`config.mk`:
```
export PLATFORM = sky130hd
export DESIGN_NAME = ccr_unit
export DESIGN_NICKNAME = d
export VERILOG_FILES = /design/src/rtl/ccr_pkg.sv /design/src/rtl/ccr_size_flags.sv /design/src/rtl/ccr_arith_flags.sv /design/src/rtl/ccr_sw_logic.sv /design/src/rtl/ccr_unit.sv
export SDC_FILE = /design/constraint.sdc
export NUM_CORES = 1
export LEC_CHECK = 0
export BUFFER_PORTS_ARGS = -buffer_cell sky130_fd_sc_hd__buf_2
export CORE_ASPECT_RATIO = 1.5
export CORE_MARGIN = 3
export CORE_UTILIZATION = 47
export CTS_BUF_LIST = sky130_fd_sc_hd__clkbuf_16
export DETAILED_ROUTE_END_ITERATION = 16
export GPL_TIMING_DRIVEN = 0
export PLACE_DENSITY = 0.95
export SKIP_LAST_GASP = 1
export SYNTH_ARGS = -nofsm -noshare
export SYNTH_HDL_FRONTEND = slang
export SYNTH_SLANG_ARGS = --single-unit
```
`constraint.sdc`:
```
create_clock -name clk -period 3.4 [get_ports clk]
set_input_delay 0.34 -clock clk [delete_from_list [all_inputs] [get_ports clk]]
set_output_delay 0.34 -clock clk [all_outputs]
set_load 0.05 [all_outputs]
```
`src/rtl/ccr_pkg.sv`:
```
package ccr_pkg;
    localparam int CCR_W  = 8;
    localparam int BIT_I  = 7;
    localparam int BIT_UI = 6;
    localparam int BIT_H  = 5;
    localparam int BIT_U  = 4;
    localparam int BIT_N  = 3;
    localparam int BIT_Z  = 2;
    localparam int BIT_V  = 1;
    localparam int BIT_C  = 0;

    typedef enum logic [2:0] {
        OP_ADD  = 3'd0,
        OP_ADDX = 3'd1,
        OP_SUB  = 3'd2,
        OP_SUBX = 3'd3,
        OP_CMP  = 3'd4,
        OP_NEG  = 3'd5
    } alu_op_e;

    typedef enum logic [2:0] {
        SW_NONE = 3'd0,
        SW_LOAD = 3'd1,
        SW_AND  = 3'd2,
        SW_OR   = 3'd3,
        SW_XOR  = 3'd4
    } sw_op_e;

    typedef struct packed {
        logic h;
        logic n;
        logic z;
        logic v;
        logic c;
    } arith_flags_t;

    typedef struct packed {
        logic [CCR_W-1:0] ccr;
    } ccr_state_t;
endpackage

```
`src/rtl/ccr_size_flags.sv`:
```
module ccr_size_flags
    import ccr_pkg::*;
#(
    parameter int W  = 8,
    parameter int HB = 3
) (
    input  logic [W-1:0] a,
    input  logic [W-1:0] b,
    input  logic [W-1:0] r,
    input  logic         is_sub,
    output arith_flags_t fl
);
    logic [W-1:0] cy_add;
    logic [W-1:0] cy_sub;
    logic [W-1:0] cy;
    logic         v_add;
    logic         v_sub;

    always_comb begin
        cy_add = (a & b) | ((a | b) & ~r);
        cy_sub = (~a & b) | ((~a | b) & r);
        cy     = is_sub ? cy_sub : cy_add;
        v_add  = (a[W-1] == b[W-1]) && (r[W-1] != a[W-1]);
        v_sub  = (a[W-1] != b[W-1]) && (r[W-1] != a[W-1]);
        fl.h   = cy[HB];
        fl.c   = cy[W-1];
        fl.n   = r[W-1];
        fl.z   = (r == '0);
        fl.v   = is_sub ? v_sub : v_add;
    end
endmodule

```
`src/rtl/ccr_arith_flags.sv`:
```
module ccr_arith_flags
    import ccr_pkg::*;
#(
    parameter int WORD_W = 16,
    parameter int BYTE_W = 8
) (
    input  logic [2:0]        op,
    input  logic              word,
    input  logic [WORD_W-1:0] a,
    input  logic [WORD_W-1:0] b,
    input  logic [WORD_W-1:0] r,
    output logic              op_ok,
    output arith_flags_t      fl
);
    localparam int NSIZE = 2;

    logic              is_sub;
    logic              is_neg;
    logic [WORD_W-1:0] a_eff;
    logic [WORD_W-1:0] b_eff;
    arith_flags_t      fl_sz [NSIZE];

    always_comb begin
        is_neg = (op == OP_NEG);
        is_sub = (op == OP_SUB) || (op == OP_SUBX) || (op == OP_CMP) || is_neg;
        op_ok  = (op <= OP_NEG);
        a_eff  = is_neg ? '0 : a;
        b_eff  = is_neg ? a : b;
    end

    for (genvar g = 0; g < NSIZE; g++) begin : g_size
        localparam int SW = (g == 0) ? BYTE_W : WORD_W;
        localparam int SH = SW - 5;
        ccr_size_flags #(.W(SW), .HB(SH)) u_sz (
            .a      (a_eff[SW-1:0]),
            .b      (b_eff[SW-1:0]),
            .r      (r[SW-1:0]),
            .is_sub (is_sub),
            .fl     (fl_sz[g])
        );
    end

    assign fl = word ? fl_sz[1] : fl_sz[0];
endmodule

```
`src/rtl/ccr_sw_logic.sv`:
```
module ccr_sw_logic
    import ccr_pkg::*;
(
    input  logic [CCR_W-1:0] cur,
    input  logic [2:0]       op,
    input  logic [CCR_W-1:0] data,
    output logic             wr,
    output logic [CCR_W-1:0] nxt
);
    always_comb begin
        wr  = 1'b1;
        nxt = cur;
        case (op)
            SW_LOAD: nxt = data;
            SW_AND:  nxt = cur & data;
            SW_OR:   nxt = cur | data;
            SW_XOR:  nxt = cur ^ data;
            default: wr  = 1'b0;
        endcase
    end
endmodule

```
`src/rtl/ccr_unit.sv`:
```
module ccr_unit
    import ccr_pkg::*;
#(
    parameter int WORD_W     = 16,
    parameter int BYTE_W     = 8,
    parameter bit UI_AS_MASK = 1'b1
) (
    input  logic              clk,
    input  logic              rst_n,
    input  logic              alu_valid,
    input  logic [2:0]        alu_op,
    input  logic              alu_word,
    input  logic [WORD_W-1:0] alu_a,
    input  logic [WORD_W-1:0] alu_b,
    input  logic [WORD_W-1:0] alu_res,
    input  logic [2:0]        sw_op,
    input  logic [CCR_W-1:0]  sw_data,
    input  logic              exc_entry,
    input  logic              irq_req,
    input  logic              nmi_req,
    output logic [CCR_W-1:0]  rd_data,
    output logic              irq_take,
    output logic              nmi_take,
    output logic              class2_masked
);
    localparam logic [CCR_W-1:0] RESET_VAL = CCR_W'(1) << BIT_I;

    ccr_state_t       st_d, st_q;
    arith_flags_t     afl;
    logic             a_ok;
    logic             sw_wr;
    logic [CCR_W-1:0] sw_nxt;

    ccr_arith_flags #(.WORD_W(WORD_W), .BYTE_W(BYTE_W)) u_arith (
        .op    (alu_op),
        .word  (alu_word),
        .a     (alu_a),
        .b     (alu_b),
        .r     (alu_res),
        .op_ok (a_ok),
        .fl    (afl)
    );

    ccr_sw_logic u_sw (
        .cur  (st_q.ccr),
        .op   (sw_op),
        .data (sw_data),
        .wr   (sw_wr),
        .nxt  (sw_nxt)
    );

    always_comb begin
        st_d = st_q;
        if (exc_entry) begin
            st_d.ccr[BIT_I] = 1'b1;
        end else if (sw_wr) begin
            st_d.ccr = sw_nxt;
        end else if (alu_valid && a_ok) begin
            st_d.ccr[BIT_H] = afl.h;
            st_d.ccr[BIT_N] = afl.n;
            st_d.ccr[BIT_Z] = afl.z;
            st_d.ccr[BIT_V] = afl.v;
            st_d.ccr[BIT_C] = afl.c;
        end
    end

    always_ff @(posedge clk or negedge rst_n) begin
        if (!rst_n) begin
            st_q.ccr <= RESET_VAL;
        end else begin
            st_q <= st_d;
        end
    end

    assign rd_data  = st_q.ccr;
    assign irq_take = irq_req & ~st_q.ccr[BIT_I];
    assign nmi_take = nmi_req;

    if (UI_AS_MASK) begin : g_ui_mask
        assign class2_masked = st_q.ccr[BIT_UI];
    end else begin : g_ui_plain
        assign class2_masked = 1'b0;
    end
endmodule

```
**After elaboration in Yosys (flattened, before gate mapping)**

Cells that the tools add are included.

- Register bits: 8
- Input port bits: 69
- Output and inout bits: 11

- Magnitude comparators: 1
- Eq/ne operators: 15
- Muxes and demuxes: 15
- Bitwise logic cells: 26
- Reduce and logical (&&, ||, !) cells: 18

Operator list:

| operator | number |
|---|---|
| 16-bit AND | 4 |
| 16-bit OR | 4 |
| 16-bit two-way mux | 3 |
| 8-bit AND | 5 |
| 8-bit OR | 5 |
| 16-bit NOT | 2 |
| 8-bit case mux with 4 select lines | 1 |
| 16-bit zero test | 1 |
| 8-bit NOT | 2 |
| 3-bit by 2-bit == test with 1-bit output, second input constant | 4 |
| 3-bit == test, second input constant | 3 |
| 8-bit zero test | 1 |
| 4-bit two-way mux | 2 |
| 8-bit two-way mux | 1 |
| 8-bit bitwise XOR | 1 |
| 1-bit two-way mux | 6 |
| 3-bit AND reduction | 2 |
| 1-bit logical AND | 5 |
| 5-bit two-way mux | 1 |
| 5-bit by 1-bit != test with 1-bit output, second input constant | 1 |
| 5-bit nonzero test | 1 |
| 1-bit != test | 4 |
| 2-bit nonzero test | 2 |
| 4-bit nonzero test | 1 |
| 9 further kinds | 13 |

**Depth between registers and ports, before layout**

Gate-level depths: netlist of run 1.

- Depth in word-level cells: 10
- Mapped depth: 7
- Mapped depth without buffers: 7

**Cells and area by module**

Synthesis of run 1 repeated with hierarchy kept, for this count alone.

- Cells, all modules: 213
- Area total of the unflattened synthesis: 1961.9 µm²

By module, submodules not included:

| module | times used | cells an instance | area each (µm²) | sequential area each (µm²) |
|---|---|---|---|---|
| ccr_sw_logic | 1 | 94 | 724.4 | 0.0 |
| ccr_arith_flags | 1 | 43 | 451.7 | 0.0 |
| ccr_unit | 1 | 29 | 449.2 | 201.4 |
| ccr_size_flags (u_arith.g_size[1].u_sz) | 1 | 24 | 173.9 | 0.0 |
| ccr_size_flags (u_arith.g_size[0].u_sz) | 1 | 23 | 162.7 | 0.0 |

**Least setup slack after synthesis of run 1**

No wires, ideal clock.

- Path type: reg-to-reg
- Start: register st_q, in the netlist rd_data[2]
- End: register st_q, in the netlist rd_data[2]
- Arrival: 1616 ps
- Required time: 3318 ps
- Setup slack: 1702 ps
- Cell stages (with the launch flop): 8
- Cell sequence: dfrtp_1 > inv_1 > ha_1 > nand2_1 > mux2_2 > o22ai_1 > o21ai_0 > a31oi_1

- Word-level cells in the longest chain between the ends: 3
- Elaborated cells between the ends (all ways): 5
- Classes of those cells: 2 x mux; 3 x bitwise

Ends and longest elaborated chain:

| what | RTL line | text |
|---|---|---|
| start: declaration | ccr_unit.sv:28 | `ccr_state_t st_d, st_q;` |
| start signal: assignment | ccr_unit.sv:71 | `st_q <= st_d;` |
| 8-bit bitwise XOR (tied with other cells) | ccr_sw_logic.sv:17 | `SW_XOR: nxt = cur ^ data;` |
| 8-bit case mux with 4 select lines * | ccr_sw_logic.sv:13 | `case (op)` |
| 4-bit two-way mux * | ccr_unit.sv:56 | `end else if (sw_wr) begin` |

Every way passes the cells marked *; elsewhere a longest branch is shown, timed or not.
A chain may end at the register's enable or synchronous reset.

**Worst setup path after layout of run 1**

Ends and elaborated chain as after synthesis.

==> flow_summary_export.csv, run 1 <==
group,metric,value,unit
die,ios,80,
global_route,grt-ovfl-total,0,
power,power,0.6483,mW
finish,nFillCells,246,
power,p_sw_share,41.67,%
worst_setup_path,cp.buffers_inverters,1,
synthesis,synth_edf_count,0,
placed_design,post-place-ws,1668,ps
worst_setup_path,path_delay_family,"compound AO/OA/AOI/OAI gates",
global_route,grt_use_met3,3.534,%
global_route,grt_usage,21.17,%
cts,postCtsHoldBufs,1,
die,initial_core_util,49.40,%
placed_design,io_buffers,50,
timing,tns,0,ps
route,drtIter0Drc,33,
run_status,status,"completed",
finish,final_area,1722,µm²
timing,worst_slew_pin_slew,445.2,ps
synthesis,avgSynthCellArea,7.550,µm²
worst_setup_path,cp-end-kind,"register",
cts,numCtsBuffers,3,
route,wire_per_inst,13.08,µm
worst_setup_path,worstPathArrival,1720,ps
cts,clockBufferDepth,2,
cts,clk_pin_slew,40,ps
synthesis,seq_area_frac_synth,15.07,%
timing,slew_viol_final,0,
die,die_width,49.54,µm
power,p_per_area,376.5,nW/µm²
run,max-cap-violations,0,
power,p_int,0.3781,mW
placed_design,hpwlAfterDp,2856,µm
placed_design,postPlaceCellArea,1633,µm²
route,wl,3518,µm
finish,area_delta_synth_final,28.84,%
synthesis,synth_common_cells,"19 x inv_1, 19 x nand2_1, 16 x ha_1",
route,first_pass_iters,4,
global_route,grt_most_used_layer,"met2",
min_path,hold_class,"input port to register",
worst_setup_path,worstPathMaxFanout,4,
power,vdd_ir_drop_max,0.2490,mV
cts,post_cts_resized,0,
die,die_height,71.31,µm
timing,hold_slack,377.0,ps
finish,diodes,0,
global_route,grt_util_met2,41.53,%
timing,hold_violations,0,
finish,largest_register_ffs,8,
timing,max_freq,639.0,MHz
timing,setup_viol_count_final,0,
die,core,2705,µm²
route,viasPerCell,5.636,
cts,cts_setup_buffers,0,
worst_setup_path,crit_chain,"inv_1, ha_1, nand2_1, mux2_2, o22ai_1, o21ai_0, a31oi_1",
route,route.detailed.drc,0,
finish,fin_util,63.64,%
placed_design,place_inst,264,
power,pwr-share-seq,21.4,%
cts,clk_latency,230,ps
finish,seq_area,201.4,µm²
route,vias,1516,
timing,finalWorstSetupSlack,1835,ps
synthesis,yosysWarnings,0,
worst_setup_path,critPathRequiredTime,3550,ps
synthesis,ys.flop_type,"dfrtp_1",
synthesis,synth.distinct_cells,46,
placed_design,gp_congestion,0.8678,
power,p_sw,0.2701,mW
worst_setup_path,worst_path_max_delay_cell,"dfrtp_1",
global_route,grt_first_pass_wirelength,5989,µm
timing,relSlewSlack,70.05,%
synthesis,postSynthCellCount,177,
synthesis,synth_top_area_share,14.98,%
power,pwr-share-comb,47.5,%
power,pwr-share-clk,31.1,%
synthesis,yosys.area.top_type,"ha_1",
finish,multiInputGateArea,992.2,µm²
global_route,grt_max_degree,11,
timing,skew,0,ps
cts,cts_tree,"done",
global_route,grt_util_met1,20.57,%
route,ant_nets,0,
synthesis,synth_area,1336,µm²
finish,drive_gt1_share,31.03,%
worst_setup_path,start_kind,"register",
cts,clockRootBuffer,"clkbuf_16",
synthesis,syn-num-nets,262,
timing,fin_crit,1565,ps
synthesis,synthArstFlopShare,100.0,%
finish,final_cell_count_no_fill,269,
die,rows,23,
cts,cts_max_level,1,
synthesis,synth.ff_latch_count,8,
timing,fin_crit_sh,46.03,%
power,power_leakage,0.8636,nW
global_route,grt_pass1_vias,1475,
timing,rsz0062_at_grt,"false",
die,dieArea,3532,µm²
worst_setup_path,path_class,"register to register",
synthesis,ys_top_cells_by_area,"ha_1 15%, dfrtp_1 13%, inv_1 5.3%",
cts,cts.sinks,8,
worst_setup_path,cp_slowest_stage_delay,410,ps
finish,fin_nets,318,
global_route,grt_antenna_before_repair,0,
[final timing paths]
path / startpoint / endpoint / slack [ps] / cells after the start
worst max register to register: rd_data[2] / rd_data[2] / 1830 / 7
worst min register to register: rd_data[4] / rd_data[4] / 570 / 2
min in group asynchronous: rst_n / rd_data[3] / 490 / 2
worst max-delay path: rd_data[2] / rd_data[2] / 1830 / 7
max in group asynchronous: rst_n / rd_data[7] / 2680 / 2
worst min-delay path: exc_entry / rd_data[6] / 380 / 2
[cell families (layout without fill, tap and decap cells)]
group	count (synthesis)	in the layout	share of synthesized area (%)
simple gates	62	62	24.44
compound gates	51	51	26.69
buf+inv	31	86	10.67
fa+ha+maj	16	16	14.98
flops	8	8	15.08
mux	7	7	5.431
xor+xnor	2	2	2.716
[per-layer routing]
layer	part of all wire [%]	vias to the layer above	wire length [µm]
li1	-	749	-
met3	6.2	8	217
met1	36	691	1269
met5	0	-	0
met2	56	68	1956
met4	2.1	0	74
[cells in the final DEF, fill, tap and decap left out, types with 2 or more instances in the layout]
cell | synthesis | routed
clkbuf_16 | 0 | 3
o221ai_1 | 3 | 3
a221oi_1 | 2 | 2
o21ai_0 | 7 | 7
o211ai_1 | 4 | 4
nand2b_1 | 5 | 5
nor2_1 | 11 | 11
nor2b_1 | 8 | 8
a21oi_1 | 8 | 8
inv_1 | 19 | 20
mux2i_1 | 5 | 5
clkbuf_1 | 2 | 2
nand2_1 | 19 | 19
a21oi_2 | 2 | 2
mux2_2 | 2 | 2
a22oi_1 | 4 | 4
ha_1 | 16 | 16
nor4_1 | 2 | 2
o2111a_1 | 2 | 2
a31oi_1 | 4 | 4
nand3b_1 | 3 | 3
dfrtp_1 | 7 | 7
buf_2 | 6 | 56
o22ai_1 | 4 | 4
buf_4 | 3 | 3
nor3_1 | 2 | 2
o41ai_1 | 3 | 3
o21ai_1 | 3 | 3
or4_1 | 3 | 3
[power groups by stage]
stage	combinational (mW)	clock [mW]	sequential, mW
after global routing	0.339	0.209	0.142
after detailed placement	0.305	0	0.140
after floorplan	0.149	0	0.205
after CTS	0.309	0.204	0.139
after global placement	0.294	0	0.138
final	0.308	0.201	0.139
[area by class of cell]
| type | count | area share [%] |
|---|---|---|
| plain buffers | 12 | 4.142 |
| clock inverters | 1 | 0.2180 |
| well taps | 37 | 2.689 |
| flip-flops and latches | 8 | 11.70 |
| inverters | 19 | 4.142 |
| clock buffers | 3 | 4.360 |
| multi-input cells | 138 | 57.63 |
| repair buffers | 51 | 15.12 |
No activity file was read; power rests on OpenSTA's default activity.
==> inputs of run 2 (changes only) <==
Settings changed: ABC_AREA set to 1, CORE_UTILIZATION 47 to 39, PLACE_DENSITY 0.95 to 0.89.
Clock period 3.4 ns to 1.3 ns, I/O delays scaled along.
==> run 2 against run 1 <==
The run now ends with negative setup slack left. Synthesized cell count increased by 16%. Core utilization is 4.5 points lower. Critical path depth shrank 1. Design area grew 3.1%. Non-clock buffer count unchanged. Global-route usage decreased by 2.3 points. Wire length grew 4.9%. Via count grew 2.9%. Hold slack worse by 180 ps. Combinational power rose to 2.6 times the previous value. Die area grew 12%. Fmax is 18% higher. Critical path type unchanged.
==> flow_summary_export.csv, run 2 <==
group,metric,value,unit
finish,diodes,0,
synthesis,synth.ff_latch_count,8,
finish,fin_nets,355,
worst_setup_path,worstSetupEndpoint,"rd_data[7]",
route,wl,3691,µm
synthesis,synthArstFlopShare,100.0,%
synthesis,synth_common_cells,"60 x nand2_1, 35 x inv_1, 19 x nand3_1",
route,wire_per_inst,11.98,µm
cts,numCtsBuffers,3,
synthesis,synth.distinct_cells,29,
finish,seq_area,214.0,µm²
run_status,violations,"negative setup slack",
timing,rsz0062_at_grt,"true",
worst_setup_path,worstPathMaxFanout,3,
route,vias,1560,
cts,cts_tree,"done",
die,die_width,52.48,µm
synthesis,yosys.area.top_type,"nand2_1",
route,route.detailed.drc,0,
power,power_leakage,1.013,nW
synthesis,synth_most_common_cell,"nand2_1",
global_route,grt_usage,18.85,%
finish,final_common_cell,"nand2_1",
finish,largest_register_ffs,8,
die,dieArea,3973,µm²
timing,slew_viol_final,0,
synthesis,avgSynthCellArea,6.164,µm²
finish,area_delta_synth_final,40.49,%
synthesis,synth_edf_count,0,
cts,cts_max_level,1,
timing,fin_crit,1323,ps
synthesis,synth_top_area_share,17.82,%
timing,finalWorstSetupSlack,-23.06,ps
timing,fin_crit_sh,101.8,%
run,max-cap-violations,0,
worst_setup_path,critPathRequiredTime,1460,ps
placed_design,postPlaceCellArea,1599,µm²
worst_setup_path,reg2reg_to,"rd_data[7]",
timing,relSlewSlack,65.61,%
worst_setup_path,reg2reg_depth,6,
worst_setup_path,worstPathArrival,1480,ps
placed_design,io_buffers,54,
cts,clk_pin_slew,40,ps
cts,clk_latency,240,ps
finish,multiInputGateArea,944.7,µm²
global_route,grt_pass1_vias,1454,
global_route,grt_max_degree,11,
timing,max_freq,755.8,MHz
synthesis,ys_top_cells_by_area,"nand2_1 18%, ha_1 16%, dfrtp_1 14%",
finish,most-common-layout-cells,"58 x nand2_1, 53 x buf_2, 33 x inv_1, 19 x nand3_1, 14 x ha_1",
die,die_height,75.72,µm
worst_setup_path,cp-startpoint,"rd_data[7]",
power,vdd_ir_drop_max,0.7478,mV
worst_setup_path,cp-end-kind,"register",
synthesis,synth_area,1264,µm²
finish,nFillCells,292,
die,rows,24,
worst_setup_path,regToRegStartpoint,"rd_data[7]",
timing,worst_slew_pin_slew,512.1,ps
finish,drive_gt1_share,34.94,%
synthesis,seq_area_frac_synth,15.94,%
global_route,grt_first_pass_wirelength,5699,µm
synthesis,postSynthCellCount,205,
global_route,grt_antenna_before_repair,0,
die,core,3003,µm²
placed_design,gp_congestion,0.8702,
route,first_pass_iters,4,
die,initial_core_util,42.08,%
synthesis,yosysWarnings,0,
synthesis,ys.flop_type,"dfrtp_1",
synthesis,syn-num-nets,290,
worst_setup_path,rrSetupSlack,-20,ps
power,p_per_area,964.5,nW/µm²
timing,setup_viol_count_final,1,
finish,final_area,1775,µm²
min_path,hold_class,"input port to register",
route,viasPerCell,5.065,
worst_setup_path,start_kind,"register",
die,ios,80,
route,drtIter0Drc,43,
cts,clockBufferDepth,2,
global_route,grt-ovfl-total,0,
route,ant_nets,0,
timing,skew,0,ps
placed_design,hpwlAfterDp,2862,µm
run_status,status,"finished with violations",
timing,hold_violations,0,
worst_setup_path,path_class,"register to register",
power,power,1.712,mW
cts,clockRootBuffer,"clkbuf_16",
cts,cts.sinks,8,
## run 2: area by class of cell
type                            instances  area share, %
Buffer                                  3          1.480
Sequential cell                         8          12.05
Inverter                               36          7.611
Multi-Input combinational cell        158          53.21
Clock inverter                          1         0.2114
Clock buffer                            3          4.228
Timing Repair Buffer                   60          18.46
Tap cell                               39          2.748
## run 2: what timing repair did
item / CTS / global route
gates resized for setup: 5 / 6
setup endpoints to repair: 2 / 8
endpoints found under the hold margin: 8 / 0
setup buffers: 2 / 3
hold buffers: 1 / 0
pin swaps: 5 / 3
## run 2: logic make-up after synthesis
family                   synth area share (%)
flip-flops                              15.94
XOR/XNOR                                1.981
AO/OA/AOI/OAI                           15.64
adder cells (fa/ha/maj)                 15.84
AND/OR/NAND/NOR                         37.82
buffers and inverters                   12.77
## run 2: how the worst min path moves through the flow
stage / from / end / slack, ps / cells after the start
after detailed placement: rst_n / rd_data[3] / -9 / 1
after CTS: exc_entry / rd_data[7] / 180 / 3
after global routing: exc_entry / rd_data[7] / 230 / 3
after floorplan: rst_n / rd_data[0] / -170 / 0
final: exc_entry / rd_data[7] / 200 / 3
after global placement: rst_n / rd_data[4] / -10 / 1
## run 2: power breakdown
part / internal (mW) / switching [mW]
Combinational: 0.281 / 0.523
Sequential: 0.310 / 0.0522
Clock: 0.402 / 0.144
## run 2: stage by stage
stage	hold slack (ps)	setup TNS [ps]	cells	utilization, %	setup WS, ps
2_1_floorplan	-165.6	-395.5	205	-	-121.6
3_3_place_gp	-14.38	-526.3	298	53.25	-106.2
3_5_place_dp	-9.235	-953.7	298	53.25	-169.2
4_1_cts	181.6	-35.20	305	57.75	-15.51
5_1_grt	231.4	-302.4	308	59.13	-97.54
6_report	199.0	-23.06	308	59.13	-23.06
## run 2: routing by layer
metal,track usage (%),wire length (µm),vias to the layer above
li1,-,-,789
met1,19.76,1389,693
met2,36.05,1968,73
met3,2.935,286,5
met4,8.239,46,0
met5,0,0,-
## run 2: critical path: stages (launching register included)
cell       delay [ps]
dfstp_4           630
inv_2              50
ha_4              200
nand2_1            50
o21ai_1            60
a21oi_1           130
o2111ai_1         120
==> inputs of run 3 (changes only) <==
Settings changed: CORE_ASPECT_RATIO 1.5 to not set.
==> run 3 against run 2 <==
The run still ends with negative setup slack left. First-iteration DRC count grew 40%. Critical path depth shrank 4. Design area is 2.8% higher. Global-route usage down 1.6 points. Wire length shrank 6.0%. Sequential power about the same. Fmax is 2.4% lower. Clock-buffer cell count is the same. Critical endpoint is now rd_data[7]. Highest routed layer unchanged.
==> flow_summary_export.csv, run 3 (same netlist as run 2, synthesis figures left out) <==
group,metric,value,unit
finish,largest_register_ffs,8,
timing,rsz0062_at_grt,"true",
power,vdd_ir_drop_max,0.4978,mV
worst_setup_path,critPathRequiredTime,1170,ps
finish,multiInputGateArea,974.7,µm²
timing,fin_crit_sh,104.3,%
die,die_width,62.93,µm
timing,skew,0,ps
worst_setup_path,rrSetupSlack,-10,ps
finish,drive_gt1_share,37.27,%
route,ant_nets,0,
global_route,grt_max_degree,11,
placed_design,gp_congestion,0.8197,
timing,slew_viol_final,0,
placed_design,io_buffers,54,
timing,setup_viol_count_final,2,
global_route,grt_pass1_vias,1419,
worst_setup_path,worstPathMaxFanout,3,
timing,max_freq,737.7,MHz
run_status,status,"finished with violations",
die,dieArea,3960,µm²
finish,final_cell_count_no_fill,315,
worst_setup_path,reg2reg_depth,8,
cts,clk_pin_slew,40,ps
min_path,hold_depth,3,
min_path,worstHoldStart,"exc_entry",
route,wire_per_inst,11.01,µm
finish,final_common_cell,"nand2_1",
global_route,grt_first_pass_wirelength,5658,µm
cts,cts_max_level,1,
global_route,grt-ovfl-total,0,
worst_setup_path,start_kind,"register",
power,p_per_area,948.1,nW/µm²
placed_design,hpwlAfterDp,2698,µm
worst_setup_path,regToRegStartpoint,"rd_data[1]",
finish,final_area,1826,µm²
route,wl,3468,µm
placed_design,postPlaceCellArea,1605,µm²
finish,most-common-layout-cells,"57 x nand2_1, 53 x buf_2, 32 x inv_1, 19 x nand3_1, 12 x ha_1",
finish,fin_nets,357,
route,vias,1518,
global_route,grt_antenna_before_repair,0,
die,core,3078,µm²
timing,tns,-66.75,ps
die,initial_core_util,41.06,%
power,power,1.731,mW
cts,clk_latency,240,ps
finish,nFillCells,296,
worst_setup_path,worstPathArrival,1230,ps
worst_setup_path,cp-end-kind,"output pin",
finish,area_delta_synth_final,44.46,%
min_path,hold_class,"input port to register",
timing,hold_violations,0,
run_status,violations,"negative setup slack",
cts,cts_tree,"done",
worst_setup_path,path_class,"register to output pin",
finish,seq_area,214.0,µm²
worst_setup_path,reg2reg_to,"rd_data[1]",
min_path,worstHoldEndpoint,"rd_data[7]",
timing,hold_slack,205.4,ps
global_route,grt_usage,17.20,%
route,route.detailed.drc,0,
die,ios,80,
finish,diodes,0,
route,viasPerCell,4.819,
cts,cts.sinks,8,
timing,finalWorstSetupSlack,-55.52,ps
route,drtIter0Drc,60,
power,power_leakage,1.019,nW
timing,relSlewSlack,69.28,%
timing,worst_slew_pin_slew,457.5,ps
cts,clockRootBuffer,"clkbuf_16",
run,max-cap-violations,0,
die,rows,20,
cts,clockBufferDepth,2,
die,die_height,62.93,µm
timing,fin_crit,1356,ps
placed_design,place_inst,303,
placed_design,post-place-ws,-124.8,ps
cts,numCtsBuffers,3,
finish,fin_util,59.31,%
route,first_pass_iters,4,
run 3: cell types whose count changed in the layout (fill, tap and decap cells not counted):
| cell | previous run | this run |
|---|---|---|
| buf_4 | 6 | 9 |
| buf_6 | 3 | 2 |
| ha_1 | 14 | 12 |
| ha_4 | 2 | 4 |
| inv_1 | 33 | 32 |
| inv_4 | 0 | 1 |
| nand2_1 | 58 | 57 |
| nand2_2 | 3 | 4 |
| nor2_1 | 12 | 11 |
| nor2_2 | 1 | 2 |
| o21ai_0 | 8 | 7 |
| o21ai_1 | 6 | 7 |
run 3: what timing repair did:
action / CTS / global route
setup buffers: 2 / 5
hold endpoints to repair: 8 / 0
setup endpoints to repair: 3 / 8
pin swaps: 3 / 13
resized for setup: 6 / 12
hold buffers: 1 / 0
run 3: layer usage:
metal  track usage, %  up-vias  share of wire (%)
met3            3.957        3                8.2
met1            19.93      651                 42
met4            4.132        0               0.61
met2            31.49       68                 49
met5                0        -                  0
li1                 -      796                  -
run 3: layout make-up:
class	count	area share [%]
repair buffers	62	18.57
flip-flops and latches	8	11.72
well taps	44	3.016
clock inverters	1	0.2056
plain buffers	3	1.439
clock buffers	3	4.112
inverters	36	7.539
multi-input cells	158	53.39
run 3: how the worst max path moves through the flow:
| stage | startpoint | endpoint | slack (ps) | cells after the start |
|---|---|---|---|---|
| after CTS | rd_data[2] | rd_data[2] | -20 | 8 |
| final | rd_data[7] | rd_data[7] | -60 | 2 |
| after detailed placement | sw_op[2] | rd_data[2] | -120 | 10 |
| after global placement | sw_op[2] | rd_data[2] | -100 | 10 |
| after floorplan | rd_data[7] | rd_data[7] | -120 | 6 |
| after global routing | rd_data[7] | rd_data[7] | -80 | 2 |
run 3: critical path, stage by stage (launching register included):
cell,delay (ps)
dfstp_4,630
buf_4,110
buf_2,250
run 3: power by group:
group	switching, mW	internal, mW	total, mW	leakage (nW)
Clock	0.134	0.402	0.536	0.0423
Combinational	0.530	0.300	0.831	0.889
Sequential	0.0543	0.310	0.364	0.0876
Total	0.719	1.01	1.73	1.02
